### config.mk
export PLATFORM = sky130hd
export DESIGN_NAME = erase_region_planner
export DESIGN_NICKNAME = d
export VERILOG_FILES = /design/src/rtl/erase_plan_pkg.sv /design/src/rtl/erase_req_check.sv /design/src/rtl/erase_unit_pick.sv /design/src/rtl/erase_byte_seq.sv /design/src/rtl/erase_region_planner.sv
export SDC_FILE = /design/constraint.sdc
export NUM_CORES = 1
export LEC_CHECK = 0
export BUFFER_PORTS_ARGS = -buffer_cell sky130_fd_sc_hd__buf_2
export CORE_MARGIN = 4
export CORE_UTILIZATION = 41
export DETAILED_ROUTE_END_ITERATION = 8
export PLACE_DENSITY = 0.67
export SKIP_LAST_GASP = 1
export SYNTH_ARGS = -nofsm -noshare
export SYNTH_HDL_FRONTEND = slang
export SYNTH_SLANG_ARGS = --single-unit
### constraint.sdc
create_clock -name clk -period 11.2 [get_ports clk]
set_input_delay 1.12 -clock clk [delete_from_list [all_inputs] [get_ports clk]]
set_output_delay 1.12 -clock clk [all_outputs]
set_load 0.01 [all_outputs]
### src/rtl/erase_plan_pkg.sv
package erase_plan_pkg;
  localparam int unsigned SECTOR_BYTES = 65536;
  localparam int ADDR_W = 24;

  localparam logic [7:0] OP_SECTOR = 8'h7C;
  localparam logic [7:0] OP_BLOCK  = 8'h50;
  localparam logic [7:0] OP_PAGE   = 8'h81;
  localparam logic [7:0] OP_STATUS = 8'hD7;
  localparam logic [31:0] WHOLE_CHIP_FRAME = 32'hC794_809A;
  localparam int RDY_BIT = 7;

  typedef enum logic [1:0] {
    ST_IDLE,
    ST_PICK,
    ST_CMD,
    ST_POLL
  } plan_state_t;
endpackage

### src/rtl/erase_req_check.sv
module erase_req_check #(
  parameter int unsigned REQ_W      = 32,
  parameter int unsigned CHIP_BYTES = 1048576,
  parameter int unsigned PAGE_BYTES = 256
) (
  input  logic [REQ_W-1:0] offset,
  input  logic [REQ_W-1:0] size,
  output logic             reject,
  output logic             whole,
  output logic             empty
);
  localparam int PG_LG = $clog2(PAGE_BYTES);

  logic [REQ_W:0] end_addr;
  logic           out_of_range;
  logic           misaligned;

  always_comb begin
    end_addr     = {1'b0, offset} + {1'b0, size};
    out_of_range = end_addr > (REQ_W+1)'(CHIP_BYTES);
    misaligned   = (offset[PG_LG-1:0] != '0) || (size[PG_LG-1:0] != '0);
    reject       = out_of_range || misaligned;
    whole        = size == REQ_W'(CHIP_BYTES);
    empty        = size == '0;
  end
endmodule

### src/rtl/erase_unit_pick.sv
module erase_unit_pick
  import erase_plan_pkg::*;
#(
  parameter int unsigned SZ_W        = 21,
  parameter int unsigned BLOCK_BYTES = 2048,
  parameter int unsigned PAGE_BYTES  = 256
) (
  input  logic [ADDR_W-1:0] offset,
  input  logic [SZ_W-1:0]   remain,
  output logic              hit,
  output logic [7:0]        opcode,
  output logic [SZ_W-1:0]   unit
);
  localparam int N_UNITS = 3;

  logic [N_UNITS-1:0] fits;

  for (genvar i = 0; i < N_UNITS; i++) begin : g_unit
    localparam int unsigned U  = (i == 0) ? SECTOR_BYTES :
                                 (i == 1) ? BLOCK_BYTES : PAGE_BYTES;
    localparam int          LG = $clog2(U);
    assign fits[i] = (remain >= SZ_W'(U)) && (offset[LG-1:0] == '0);
  end

  always_comb begin
    hit    = 1'b1;
    opcode = OP_PAGE;
    unit   = SZ_W'(PAGE_BYTES);
    if (fits[0]) begin
      opcode = OP_SECTOR;
      unit   = SZ_W'(SECTOR_BYTES);
    end else if (fits[1]) begin
      opcode = OP_BLOCK;
      unit   = SZ_W'(BLOCK_BYTES);
    end else if (!fits[2]) begin
      hit    = 1'b0;
    end
  end
endmodule

### src/rtl/erase_byte_seq.sv
module erase_byte_seq (
  input  logic        clk,
  input  logic        rst,
  input  logic        start,
  input  logic [31:0] frame,
  input  logic [2:0]  len,
  output logic        tx_valid,
  input  logic        tx_ready,
  output logic [7:0]  tx_byte,
  output logic        tx_last,
  input  logic        rx_valid,
  input  logic [7:0]  rx_byte,
  input  logic        rx_err,
  output logic        fin,
  output logic        fin_err,
  output logic [7:0]  stat
);
  logic        active_q;
  logic        rx_phase_q;
  logic [1:0]  idx_q;
  logic [31:0] frame_q;
  logic [2:0]  len_q;
  logic        fin_q;
  logic        fin_err_q;
  logic [7:0]  stat_q;
  logic        at_last;

  assign at_last  = ({1'b0, idx_q} == (len_q - 3'd1));
  assign tx_valid = active_q && !rx_phase_q;
  assign tx_last  = at_last;
  assign fin      = fin_q;
  assign fin_err  = fin_err_q;
  assign stat     = stat_q;

  always_comb begin
    case (idx_q)
      2'd0:    tx_byte = frame_q[31:24];
      2'd1:    tx_byte = frame_q[23:16];
      2'd2:    tx_byte = frame_q[15:8];
      default: tx_byte = frame_q[7:0];
    endcase
  end

  always_ff @(posedge clk) begin
    if (rst) begin
      active_q   <= 1'b0;
      rx_phase_q <= 1'b0;
      idx_q      <= '0;
      frame_q    <= '0;
      len_q      <= 3'd4;
      fin_q      <= 1'b0;
      fin_err_q  <= 1'b0;
      stat_q     <= '0;
    end else begin
      fin_q <= 1'b0;
      if (!active_q) begin
        if (start) begin
          active_q   <= 1'b1;
          rx_phase_q <= 1'b0;
          idx_q      <= '0;
          frame_q    <= frame;
          len_q      <= len;
          fin_err_q  <= 1'b0;
        end
      end else if (!rx_phase_q) begin
        if (tx_ready) rx_phase_q <= 1'b1;
      end else if (rx_valid) begin
        if (rx_err) begin
          fin_q     <= 1'b1;
          fin_err_q <= 1'b1;
          active_q  <= 1'b0;
        end else begin
          if (idx_q == 2'd1) stat_q <= rx_byte;
          if (at_last) begin
            fin_q     <= 1'b1;
            fin_err_q <= 1'b0;
            active_q  <= 1'b0;
          end else begin
            idx_q      <= idx_q + 2'd1;
            rx_phase_q <= 1'b0;
          end
        end
      end
    end
  end
endmodule

### src/rtl/erase_region_planner.sv
module erase_region_planner
  import erase_plan_pkg::*;
#(
  parameter int unsigned PAGE_BYTES  = 256,
  parameter int unsigned BLOCK_BYTES = 2048,
  parameter int unsigned CHIP_BYTES  = 1048576,
  parameter int unsigned REQ_W       = 32
) (
  input  logic             clk,
  input  logic             rst,
  input  logic             req_valid,
  input  logic [REQ_W-1:0] req_offset,
  input  logic [REQ_W-1:0] req_size,
  output logic             busy,
  output logic             done,
  output logic             invalid,
  output logic             io_error,
  output logic             spi_tx_valid,
  input  logic             spi_tx_ready,
  output logic [7:0]       spi_tx_byte,
  output logic             spi_tx_last,
  input  logic             spi_rx_valid,
  input  logic [7:0]       spi_rx_byte,
  input  logic             spi_rx_err
);
  localparam int SZ_W = $clog2(CHIP_BYTES + 1);

  plan_state_t       state_q;
  logic [ADDR_W-1:0] off_q;
  logic [SZ_W-1:0]   rem_q;
  logic [SZ_W-1:0]   unit_q;
  logic              chip_q;
  logic              done_q, invalid_q, io_error_q;

  logic              rq_reject, rq_whole, rq_empty;
  logic              pick_hit;
  logic [7:0]        pick_op;
  logic [SZ_W-1:0]   pick_unit;
  logic              seq_start;
  logic [31:0]       seq_frame;
  logic [2:0]        seq_len;
  logic              seq_fin, seq_fin_err;
  logic [7:0]        seq_stat;
  logic              ready_seen;

  erase_req_check #(
    .REQ_W(REQ_W), .CHIP_BYTES(CHIP_BYTES), .PAGE_BYTES(PAGE_BYTES)
  ) check_i (
    .offset(req_offset), .size(req_size),
    .reject(rq_reject), .whole(rq_whole), .empty(rq_empty)
  );

  erase_unit_pick #(
    .SZ_W(SZ_W), .BLOCK_BYTES(BLOCK_BYTES), .PAGE_BYTES(PAGE_BYTES)
  ) pick_i (
    .offset(off_q), .remain(rem_q),
    .hit(pick_hit), .opcode(pick_op), .unit(pick_unit)
  );

  erase_byte_seq seq_i (
    .clk(clk), .rst(rst),
    .start(seq_start), .frame(seq_frame), .len(seq_len),
    .tx_valid(spi_tx_valid), .tx_ready(spi_tx_ready),
    .tx_byte(spi_tx_byte), .tx_last(spi_tx_last),
    .rx_valid(spi_rx_valid), .rx_byte(spi_rx_byte), .rx_err(spi_rx_err),
    .fin(seq_fin), .fin_err(seq_fin_err), .stat(seq_stat)
  );

  assign ready_seen = seq_stat[RDY_BIT];
  assign busy       = state_q != ST_IDLE;
  assign done       = done_q;
  assign invalid    = invalid_q;
  assign io_error   = io_error_q;

  // Frame launch: whole-chip, unit erase, or status poll.
  always_comb begin
    seq_start = 1'b0;
    seq_frame = '0;
    seq_len   = 3'd4;
    case (state_q)
      ST_IDLE: if (req_valid && !rq_reject && !rq_empty && rq_whole) begin
        seq_start = 1'b1;
        seq_frame = WHOLE_CHIP_FRAME;
      end
      ST_PICK: if (pick_hit) begin
        seq_start = 1'b1;
        seq_frame = {pick_op, off_q};
      end
      ST_CMD: if (seq_fin && !seq_fin_err) begin
        seq_start = 1'b1;
        seq_frame = {OP_STATUS, 24'h0};
        seq_len   = 3'd3;
      end
      default: if (seq_fin && !seq_fin_err && !ready_seen) begin
        seq_start = 1'b1;
        seq_frame = {OP_STATUS, 24'h0};
        seq_len   = 3'd3;
      end
    endcase
  end

  always_ff @(posedge clk) begin
    if (rst) begin
      state_q    <= ST_IDLE;
      off_q      <= '0;
      rem_q      <= '0;
      unit_q     <= '0;
      chip_q     <= 1'b0;
      done_q     <= 1'b0;
      invalid_q  <= 1'b0;
      io_error_q <= 1'b0;
    end else begin
      case (state_q)
        ST_IDLE: if (req_valid) begin
          done_q     <= 1'b0;
          invalid_q  <= 1'b0;
          io_error_q <= 1'b0;
          if (rq_reject) begin
            invalid_q <= 1'b1;
          end else if (rq_empty) begin
            done_q <= 1'b1;
          end else begin
            off_q   <= req_offset[ADDR_W-1:0];
            rem_q   <= req_size[SZ_W-1:0];
            chip_q  <= rq_whole;
            state_q <= rq_whole ? ST_CMD : ST_PICK;
          end
        end
        ST_PICK: begin
          if (pick_hit) begin
            unit_q  <= pick_unit;
            state_q <= ST_CMD;
          end else begin
            invalid_q <= 1'b1;
            state_q   <= ST_IDLE;
          end
        end
        ST_CMD: if (seq_fin) begin
          if (seq_fin_err) begin
            io_error_q <= 1'b1;
            state_q    <= ST_IDLE;
          end else begin
            state_q <= ST_POLL;
          end
        end
        default: if (seq_fin) begin
          if (seq_fin_err) begin
            io_error_q <= 1'b1;
            state_q    <= ST_IDLE;
          end else if (ready_seen) begin
            if (chip_q || rem_q == unit_q) begin
              done_q  <= 1'b1;
              state_q <= ST_IDLE;
            end else begin
              off_q   <= off_q + ADDR_W'(unit_q);
              rem_q   <= rem_q - unit_q;
              state_q <= ST_PICK;
            end
          end
        end
      endcase
    end
  end
endmodule

Word-level counts from Yosys, hierarchy flattened
Index checks and enable logic that the tools add are counted.
{"block": "word_totals", "in_bits": 78, "output_inout_bits": 14, "word_cells": 189, "regBits": 121}
{"block": "op_classes", "n_addsub": 5, "n_bitwise": 8, "eq_ne": 19, "muxes": 89, "n_reduce_logical": 48, "magnitude_cmp": 4}
{"op": "$mux W21", "n": 8}
{"op": "$mux W24", "n": 7}
{"op": "$mux W32", "n": 4}
{"op": "$pmux W32 S3", "n": 1}
{"op": "$pmux W24 S2", "n": 1}
{"op": "$pmux W21 S2", "n": 1}
{"op": "$mux W1", "n": 39}
{"op": "$add A32 B32 Y33", "n": 1}
{"op": "$gt A33 B21 Y1 const B", "n": 1}
{"op": "$eq A32 B21 Y1 const B", "n": 1}
{"op": "$logic_not A32 Y1", "n": 1}
{"op": "$mux W2", "n": 16}
{"op": "$add A24 B21 Y24", "n": 1}
{"op": "$pmux W8 S3", "n": 1}
{"op": "$eq A21 B21 Y1", "n": 1}
{"op": "$ge A21 B12 Y1 const B", "n": 1}
{"op": "$ge A21 B17 Y1 const B", "n": 1}
{"op": "$ge A21 B9 Y1 const B", "n": 1}
{"op": "$sub A21 B21 Y21", "n": 1}
{"op": "$ne A2 B2 Y1 const B", "n": 9}
{"op": "$logic_not A16 Y1", "n": 1}
{"op": "$mux W8", "n": 2}
{"op": "$reduce_bool A8 Y1", "n": 2}
{"op": "$reduce_bool A2 Y1", "n": 7}
{"op": "30 further kinds", "n": 64}

Logic depth before layout (Yosys ltp)
Gate-level depths: netlist of run 1.
{"block": "depth", "word_depth": 11, "ltp_mapped": 14, "ltp_nobuf": 12}

Cells and area by module
From an unflattened synthesis of run 1, not the netlist that was laid out.
{"block": "unflattened", "cells_unflattened": 1391, "hier_area_um2": 10450.0}
{"module": "erase_region_planner", "instances": 1, "seq_area_each_um2": 1441.4, "cells_per_inst": 786, "area_per_inst_um2": 5884.4}
{"module": "erase_req_check", "instances": 1, "seq_area_each_um2": 0.0, "cells_per_inst": 314, "area_per_inst_um2": 2180.8}
{"module": "erase_byte_seq", "instances": 1, "seq_area_each_um2": 980.9, "cells_per_inst": 248, "area_per_inst_um2": 2075.7}
{"module": "erase_unit_pick", "instances": 1, "seq_area_each_um2": 0.0, "cells_per_inst": 43, "area_per_inst_um2": 309.0}

Least setup slack after synthesis of run 1
Ideal clock, no wire load.
{"block": "synth_timing", "path_kind": "in2reg", "from": "input req_offset[0]", "to": "register seq_i.frame_q[15]", "setup_ns": 0.068, "arrival_ns": 4.865, "stages": 13, "slack_ns": 6.267, "cell_sequence": "ha_1 > fa_1 > xor2_1 > or3_1 > a221oi_1 > nand3_1 > nor4_1 > or4b_1 > o41a_1 > or4_1 > or4b_1 > buf_6 > a21oi_2"}
{"block": "synth_between", "elab_chain_len": 10}
{"item": "from (decl)", "line": "erase_region_planner.sv:12", "text": "input logic [REQ_W-1:0] req_offset,"}
{"item": "$add A32 B32 Y33 or $reduce_bool A8 Y1 (tied branches)", "line": "erase_req_check.sv:19, erase_req_check.sv:21"}
{"item": "$gt A33 B21 Y1 or $logic_or A1 B1 Y1 (tied branches)", "line": "erase_req_check.sv:20, erase_req_check.sv:21"}
{"item": "$logic_or A1 B1 Y1 (*)", "line": "erase_req_check.sv:22", "text": "reject = out_of_range || misaligned;"}
{"item": "$logic_not A1 Y1 (*)", "line": "erase_region_planner.sv:81", "text": "ST_IDLE: if (req_valid && !rq_reject && !rq_empty && rq_whole) begin"}
{"item": "$logic_and A1 B1 Y1 (*) (3 in series)", "line": "erase_region_planner.sv:81"}
{"item": "$mux W1", "line": "erase_region_planner.sv:81"}
{"item": "$pmux W1 S3", "line": "erase_region_planner.sv:80", "text": "case (state_q)"}
{"item": "$reduce_and A2 Y1 (no source line)"}
{"item": "to (signal assigned)", "line": "erase_byte_seq.sv:61", "text": "frame_q <= frame;"}
{"item": "to (decl)", "line": "erase_byte_seq.sv:21", "text": "logic [31:0] frame_q;"}
Every way passes the cells marked *; elsewhere a longest branch is shown, timed or not.
A chain may end at the register's enable or synchronous reset.

Final worst setup path of run 1
{"block": "layout_timing", "from": "input req_offset[13]", "to": "register rem_q[19]"}
{"block": "layout_between", "elab_chain_len": 5}
{"item": "$add A32 B32 Y33", "line": "erase_req_check.sv:19", "text": "end_addr = {1'b0, offset} + {1'b0, size};"}
{"item": "$gt A33 B21 Y1", "line": "erase_req_check.sv:20", "text": "out_of_range = end_addr > (REQ_W+1)'(CHIP_BYTES);"}
{"item": "$logic_or A1 B1 Y1", "line": "erase_req_check.sv:22"}
{"item": "$ne A2 B2 Y1 (no source line)"}
{"item": "$reduce_and A8 Y1 (no source line)"}
{"item": "to (signal assigned)", "line": "erase_region_planner.sv:124", "text": "rem_q <= req_size[SZ_W-1:0];"}
{"item": "to (signal assigned)", "line": "erase_region_planner.sv:156", "text": "rem_q <= rem_q - unit_q;"}
{"item": "to (decl)", "line": "erase_region_planner.sv:30", "text": "logic [SZ_W-1:0] rem_q;"}
No other way between the ends.

==> results of run 1 <==
-- power by group --
part / internal [uW] / switching [uW]
clock: 158 / 136
combinational: 66.6 / 109
sequential: 331 / 0.163
-- worst max-delay path, delay by kind of cell --
family / cells / cell delay [ps]
AO/OA/AOI/OAI: 4 / 1220
adder cells (fa/ha/maj): 1 / 410
buffers and inverters: 1 / 130
AND/OR/NAND/NOR: 6 / 2890
-- layout by cell type (no fill, tap or decap), types with 23 or more instances in the layout --
master,n
nand2b_1,26
dfxtp_1,93
inv_1,36
nand4_1,23
ha_1,48
buf_2,84
and2_1,23
mux2i_1,26
o32ai_1,26
nor2_1,75
a21oi_1,94
nand2_1,95
nor3_1,47
nand3_1,26
o21ai_0,56
-- synth_stat cells, types with 14 or more instances --
master / instances
clkbuf_1: 42
nor4_1: 19
mux2i_1: 26
a21oi_1: 95
a211oi_1: 14
o21ai_0: 56
dfxtp_1: 93
nand2_1: 95
nand3_1: 26
and2_1: 23
nand2b_1: 26
nor2_1: 76
o32ai_1: 26
nand4_1: 23
inv_1: 36
nor3_1: 47
ha_1: 49
-- through the flow --
step / setup WS (ps) / util (%) / hold WS, ps
after global routing: 5260 / 46.47 / 474.6
after global placement: 5310 / 44.82 / 430.2
after floorplan: 6267 / - / 423.6
after CTS: 5672 / 46.47 / 446.1
after detailed placement: 5316 / 44.82 / 436.2
final: 5615 / 46.47 / 443.7
-- sequential cells by signal, indices dropped and copies added (netlist names) --
name,flops
unit_q,3
seq_i.len_q,2
off_q,24
io_error,1
seq_i.stat,1
rem_q,21
seq_i.rx_phase_q,1
state_q,2
seq_i.idx_q,2
seq_i.active_q,1
seq_i.fin,1
seq_i.frame_q,30
invalid,1
chip_q,1
seq_i.fin_err,1
done,1
-- logic make-up (layout without fill, tap and decap cells) --
group,after synthesis,count (layout)
XOR/XNOR,18,18
buffers and inverters,86,140
flip-flops,93,93
adder cells (fa/ha/maj),50,50
multiplexers,35,35
AND/OR/NAND/NOR,397,397
AO/OA/AOI/OAI,279,279
-- routing by layer --
layer | GRT usage [%] | vias up | share of wire, %
met3 | 3.426 | 23 | 5.6
met5 | 0 | - | 0
met1 | 31.04 | 3455 | 48
met2 | 32.84 | 206 | 45
li1 | - | 3696 | -
met4 | 4.844 | 0 | 1.6
-- path summary, 6_finish.rpt --
check	end	slack [ps]	cells after the start
setup / recovery	rem_q[19]	5610	12
hold / removal	seq_i.frame_q[5]	440	2
setup reg to reg	rem_q[19]	7360	11
hold reg to reg	seq_i.frame_q[5]	440	2
-- cell type report --
cell class,instances,area [um2],area share [%]
Clock inverter,6,46.29,0.5760
Sequential cell,93,1862,23.16
Multi-Input combinational cell,779,5024,62.50
Inverter,36,135.1,1.681
Clock buffer,10,239.0,2.973
Timing Repair Buffer,88,450.4,5.604
Tap cell,225,281.5,3.502
==> results.md, run 1 <==
- Critical Path Start: req_offset[13]
- RSZ-0062 raised after global routing: false
- Compound-Gate Fraction of Synth Area: 25.36%
- Cts bufs inserted: 9
- Slowest CP cell: or4_1
- Drt pass-1 iters: 6
- CP arrival: 5780 ps
- Synthesized flop and latch total: 93
- Multiplexer area fraction after synthesis: 5.012%
- Setup Fix Bufs, Post-CTS: 0
- Proportion of layout cells with a drive suffix above 1: 13.04%
- Max transition margin: 27.35%
- Final setup fails: 0
- Residual DRC count: 0
- Clock buffer depth: 2
- Setup crit end kind: flip-flop
- Total GRT Usage: 21.22%
- Yosys warns: 0
- Via count: 7380
- Die width: 140.7 um
- Leading area contributor after synthesis: dfxtp_1
- Die Y: 140.7 um
- Max FO, Critical Path: 18
- Tmin final: 5585 ps
- Max VDD drop: 0.08945 mV
- Post-Place Cells: 1221
- Leak: 0.002926 uW
- Maximum clock frequency: 179.0 MHz
- Syn_area_per_cell: 7.531 um2
- Crit Path Class: in -> reg
- Simple-Gate Fraction of Synth Area: 28.18%
- Die Area: 19780 um2
- Remaining global-route overflow: 0
- Skew final: 6.082 ps
- TNS Setup: 0 ps
- Drt total wl: 21380 um
- Number of synthesized flops with an enable pin: 0
- CP cell instances: buf_2 -> ha_1 -> and3_1 -> nor4b_1 -> o21ai_0 -> nand4_1 -> o2111ai_1 -> or4b_1 -> o41a_1 -> or4_1 -> nand2b_1 -> o32ai_1
- Hold Path Class: reg -> reg
- Vias per cell: 5.966
- Sequential fraction of the synthesis area: 25.81%
- Clock tree sinks: 93
- DR iter-0 viols: 562
- Number of port buffers: 84
- FP Rows: 48
- DR WL/cell: 17.28 um
- Slowest stage delay, CP: 850 ps
- Adder-cell area share of the yosys netlist: 8.776%
- Primary FF master, synth: dfxtp_1
- Netlist cell types: 71
- Number of global-route vias before repair: 6740
- CP required: 11400 ps
- Largest family of logic cells by synthesized area: simple AND/OR/NAND/NOR gates
- Post-synthesis net count: 1086
- Origin of the critical flop-to-flop path: state_q[1]
- Final nets: 1135
- TritonCTS clock tree: built
- Initial antenna violation count: 0
- Hold wc startpoint: seq_i.frame_q[5]
- Post-Layout Inst Area: 8038 um2
- Initial core utilization: 41.71%
- # IOs: 92
- Worst-margin pin slew: 1087 ps
- Mapped Area: 7214 um2
- Placed cell area: 7752 um2
- Hold Fails Final Rpt: 0
- Run status: finished clean
- Fill cell count: 1816
- Max-slew violations: 0
- Largest net degree at the start of global routing: 68
- PD cells: 99.62 nW/um2
- Non-Filler Instances: 1237
- CTS Hold Bufs: 0
- Clock Tree Root: clkbuf_16
- Startpoint Class: input port
- XOR/XNOR Fraction of Synth Area: 2.185%
- # diodes: 0
- CTS clk-pin slew, worst paths: 70 ps
- Layout area overhead: 11.41%
- First-pass GRT wire length: 34740 um
- Final Wtd Congestion: 0.9074
- Tcrit/Tclk final: 49.87%
- Gate Count Post-Synth: 958
- Yosys top cell area share: 25.81%
- Worst-Skew Late Latency: 350 ps
- Pwr Total: 800.7 uW
- Post-CTS Resized: 0
- Post-DRT Antenna Nets: 0
- Synth top area cells: dfxtp_1, ha_1, a21oi_1
- MaxCap Viol Count: 0
- Core area: 17300 um2
- HPWL after detailed placement: 16450 um
- CTS H-tree lvls: 3
- Asr flop ratio synth: 0%
Note: power is estimated with default switching activity, not from simulation.
==> inputs of run 2 (changes only) <==
- clock period: 11.2 -> 5.6 ns (I/O delays scaled with it)
==> run 2 against run 1 <==
Effect of this change:
- register-to-register slack got worse by 5300 ps
- sequential cell count unchanged
- non-clock buffer count increased by 5
- count of clock-buffer cells in the layout increased by 2
- die area unchanged
- core utilization increased by 0.27 points
- critical endpoint is now seq_i.frame_q[20]
- final cell count increased by 0.40%
- sequential share of layout area decreased by 0.13 points
- global-route usage decreased by 0.17 points
- total power increased by 100%
- via count increased by 0.51%
==> results.md, run 2 (synthesis results as in run 1) <==
- Run status: finished clean
- Setup crit end kind: flip-flop
- Die Y: 140.7 um (unchanged)
- CP cell instances: buf_2 -> ha_1 -> fa_1 -> xor2_1 -> or3_1 -> a221oi_1 -> nand3_1 -> nor4_1 -> or4b_1 -> o41a_1 -> or4_1 -> or4b_1 -> a21oi_1
- Clock buffer depth: 2 (unchanged)
- Residual DRC count: 0 (unchanged)
- DR iter-0 viols: 643 (+14%)
- CTS H-tree lvls: 3 (unchanged)
- CTS clk-pin slew, worst paths: 60 ps (about the same)
- Hold Slack: 441.7 ps (-2.019 ps)
- Setup Fix Bufs, Post-CTS: 0 (unchanged)
- Proportion of layout cells with a drive suffix above 1: 13.27% (+0.23 points)
- Most flop-heavy register: seq_i.frame_q
- Die Area: 19780 um2 (unchanged)
- Final Wtd Congestion: 0.9019 (-0.61%)
- Hold Path Class: reg -> reg
- TritonCTS clock tree: built
- Max-slew violations: 0 (unchanged)
- Register-to-register setup slack: 2110 ps (-5250 ps)
- Leak: 0.002956 uW (+1.0%)
- Critical path's top delay family: simple AND/OR/NAND/NOR gates
- R2r endpoint: seq_i.frame_q[16]
- Final nets: 1140 (+0.44%)
- Crit Path Class: in -> reg
- Max VDD drop: 0.1350 mV (+51%)
- Max FO, Critical Path: 9 (-9)
- # IOs: 92 (unchanged)
- Clock tree sinks: 93 (unchanged)
- CTS Hold Bufs: 0 (unchanged)
- HPWL after detailed placement: 16560 um (+0.62%)
- Reg2reg path depth: 12 (+1)
- Origin of the critical flop-to-flop path: state_q[0]
- Slowest stage delay, CP: 750 ps (-100 ps)
- Critical path's most frequent cell: or4b_1
- Drt pass-1 iters: 6 (unchanged)
- Worst-Skew Late Latency: 340 ps (about the same)
- Fill cell count: 1739 (-4.2%)
- Number of port buffers: 84 (unchanged)
- Initial antenna violation count: 0 (unchanged)
- FP Rows: 48 (unchanged)
- MaxCap Viol Count: 0 (unchanged)
- Via count: 7418 (+0.51%)
- Skew final: 10.26 ps (+4.175 ps)
- Clock Tree Root: clkbuf_16
- Post-CTS Resized: 0 (unchanged)
- Tmin final: 4717 ps
- Largest net degree at the start of global routing: 71 (+4.4%)
- Startpoint Class: input port
- DR WL/cell: 17.44 um (+0.92%)
- First-pass GRT wire length: 34640 um (-0.28%)
- Tcrit/Tclk final: 84.23%
- CP required: 5870 ps (-5530 ps)
- Core area: 17300 um2 (unchanged)
- Largest regs: seq_i.frame_q: 30 flops, off_q: 24 flops, rem_q: 21 flops
- Layout area overhead: 12.05%
- Vias per cell: 5.973 (+0.11%)
- Total GRT Usage: 21.06% (-0.17 points)
- Leading cell type in the layout, fill and taps excluded: nand2_1
- Hold Fails Final Rpt: 0 (unchanged)
- Die width: 140.7 um (unchanged)
- TNS Setup: 0 ps (unchanged)
- RSZ-0062 raised after global routing: false
- CP arrival: 4980 ps (-800 ps)
- Core Util, Final: 46.74% (+0.27 points)
- Slowest CP cell: or4b_1
- Post-DRT Antenna Nets: 0 (unchanged)
- Crit path depth: 13 (+1)
- Initial core utilization: 41.71% (unchanged)
- Critical Path Start: req_offset[0]
- Number of global-route vias before repair: 6913 (+2.6%)
- Commonest non-fill, non-tap cells in the layout: nand2_1, a21oi_1, dfxtp_1
- CP Buf/Inv Count: 1 (unchanged)
- Max transition margin: 24.29% (-3.1 points)
- Worst-margin pin slew: 1132 ps (+45.72 ps)
- Maximum clock frequency: 212.0 MHz
- Remaining global-route overflow: 0 (unchanged)
- Cts bufs inserted: 9 (unchanged)
- Max reg flops: 30 (unchanged)
- PD cells: 201.9 nW/um2 (+100%)
- Drt total wl: 21660 um (+1.3%)
- Worst setup path endpoint: seq_i.frame_q[20]
- Final setup fails: 0 (unchanged)
- # diodes: 0 (unchanged)
-- run 2: worst min-delay path by stage --
| stage | from | to | slack (ps) | cells past startpoint |
|---|---|---|---|---|
| 3_5_place_dp | seq_i.frame_q[0] | seq_i.frame_q[0] | 440 | 2 |
| 2_1_floorplan | seq_i.frame_q[0] | seq_i.frame_q[0] | 420 | 2 |
| 4_1_cts | spi_rx_byte[7] | seq_i.stat[7] | 440 | 3 |
| 5_1_grt | off_q[7] | off_q[7] | 470 | 1 |
| 6_report | seq_i.frame_q[0] | seq_i.frame_q[0] | 440 | 2 |
| 3_3_place_gp | seq_i.frame_q[6] | seq_i.frame_q[6] | 430 | 2 |
-- run 2: worst reg2reg max path, stage by stage, from the launching register on --
cell and delay, ps:
dfxtp_1 350, inv_1 130, ha_2 190, nand2_1 110, a2111o_1 380, nor3_1 150, nand3_1 140, nor3b_1 220
o2111ai_1 250, or4_1 680, a21oi_2 260, buf_4 330, mux2i_1 230
-- run 2: area by class of cell --
cell class / instances / area (um2) / share of cell area (%)
flip-flops and latches: 93 / 1862 / 23.03
clock inverters: 4 / 47.55 / 0.5881
inverters: 36 / 135.1 / 1.672
well taps: 225 / 281.5 / 3.482
clock buffers: 12 / 246.5 / 3.049
repair buffers: 93 / 488.0 / 6.036
multi-input cells: 779 / 5024 / 62.14
-- run 2: where the power goes --
group,leakage [uW],internal (uW),switching (uW)
clock network,0.000143,357,256
logic,0.00206,135,222
registers,0.000749,662,0.244
-- run 2: layer usage --
| layer | wire length (um) | global-route usage [%] | vias to the layer above | share of wire [%] |
|---|---|---|---|---|
| met4 | 452 | 5.711 | 0 | 2.1 |
| met1 | 10000 | 30.18 | 3424 | 46 |
| met2 | 9639 | 32.69 | 279 | 44 |
| li1 | - | - | 3683 | - |
| met3 | 1569 | 3.664 | 32 | 7.2 |
| met5 | 0 | 0 | - | 0 |
-- run 2: stage by stage --
| stage | power, uW | cell area [um2] | setup slack (ps) | instances |
|---|---|---|---|---|
| final | 1632 | 8084 | 883.2 | 1242 |
| after floorplan | 922.8 | 7214 | 1227 | 958 |
| after global routing | 1702 | 8084 | 711.0 | 1242 |
| after CTS | 1634 | 8084 | 922.6 | 1242 |
| after detailed placement | 1025 | 7790 | 590.5 | 1226 |
| after global placement | 1023 | 7790 | 610.3 | 1226 |
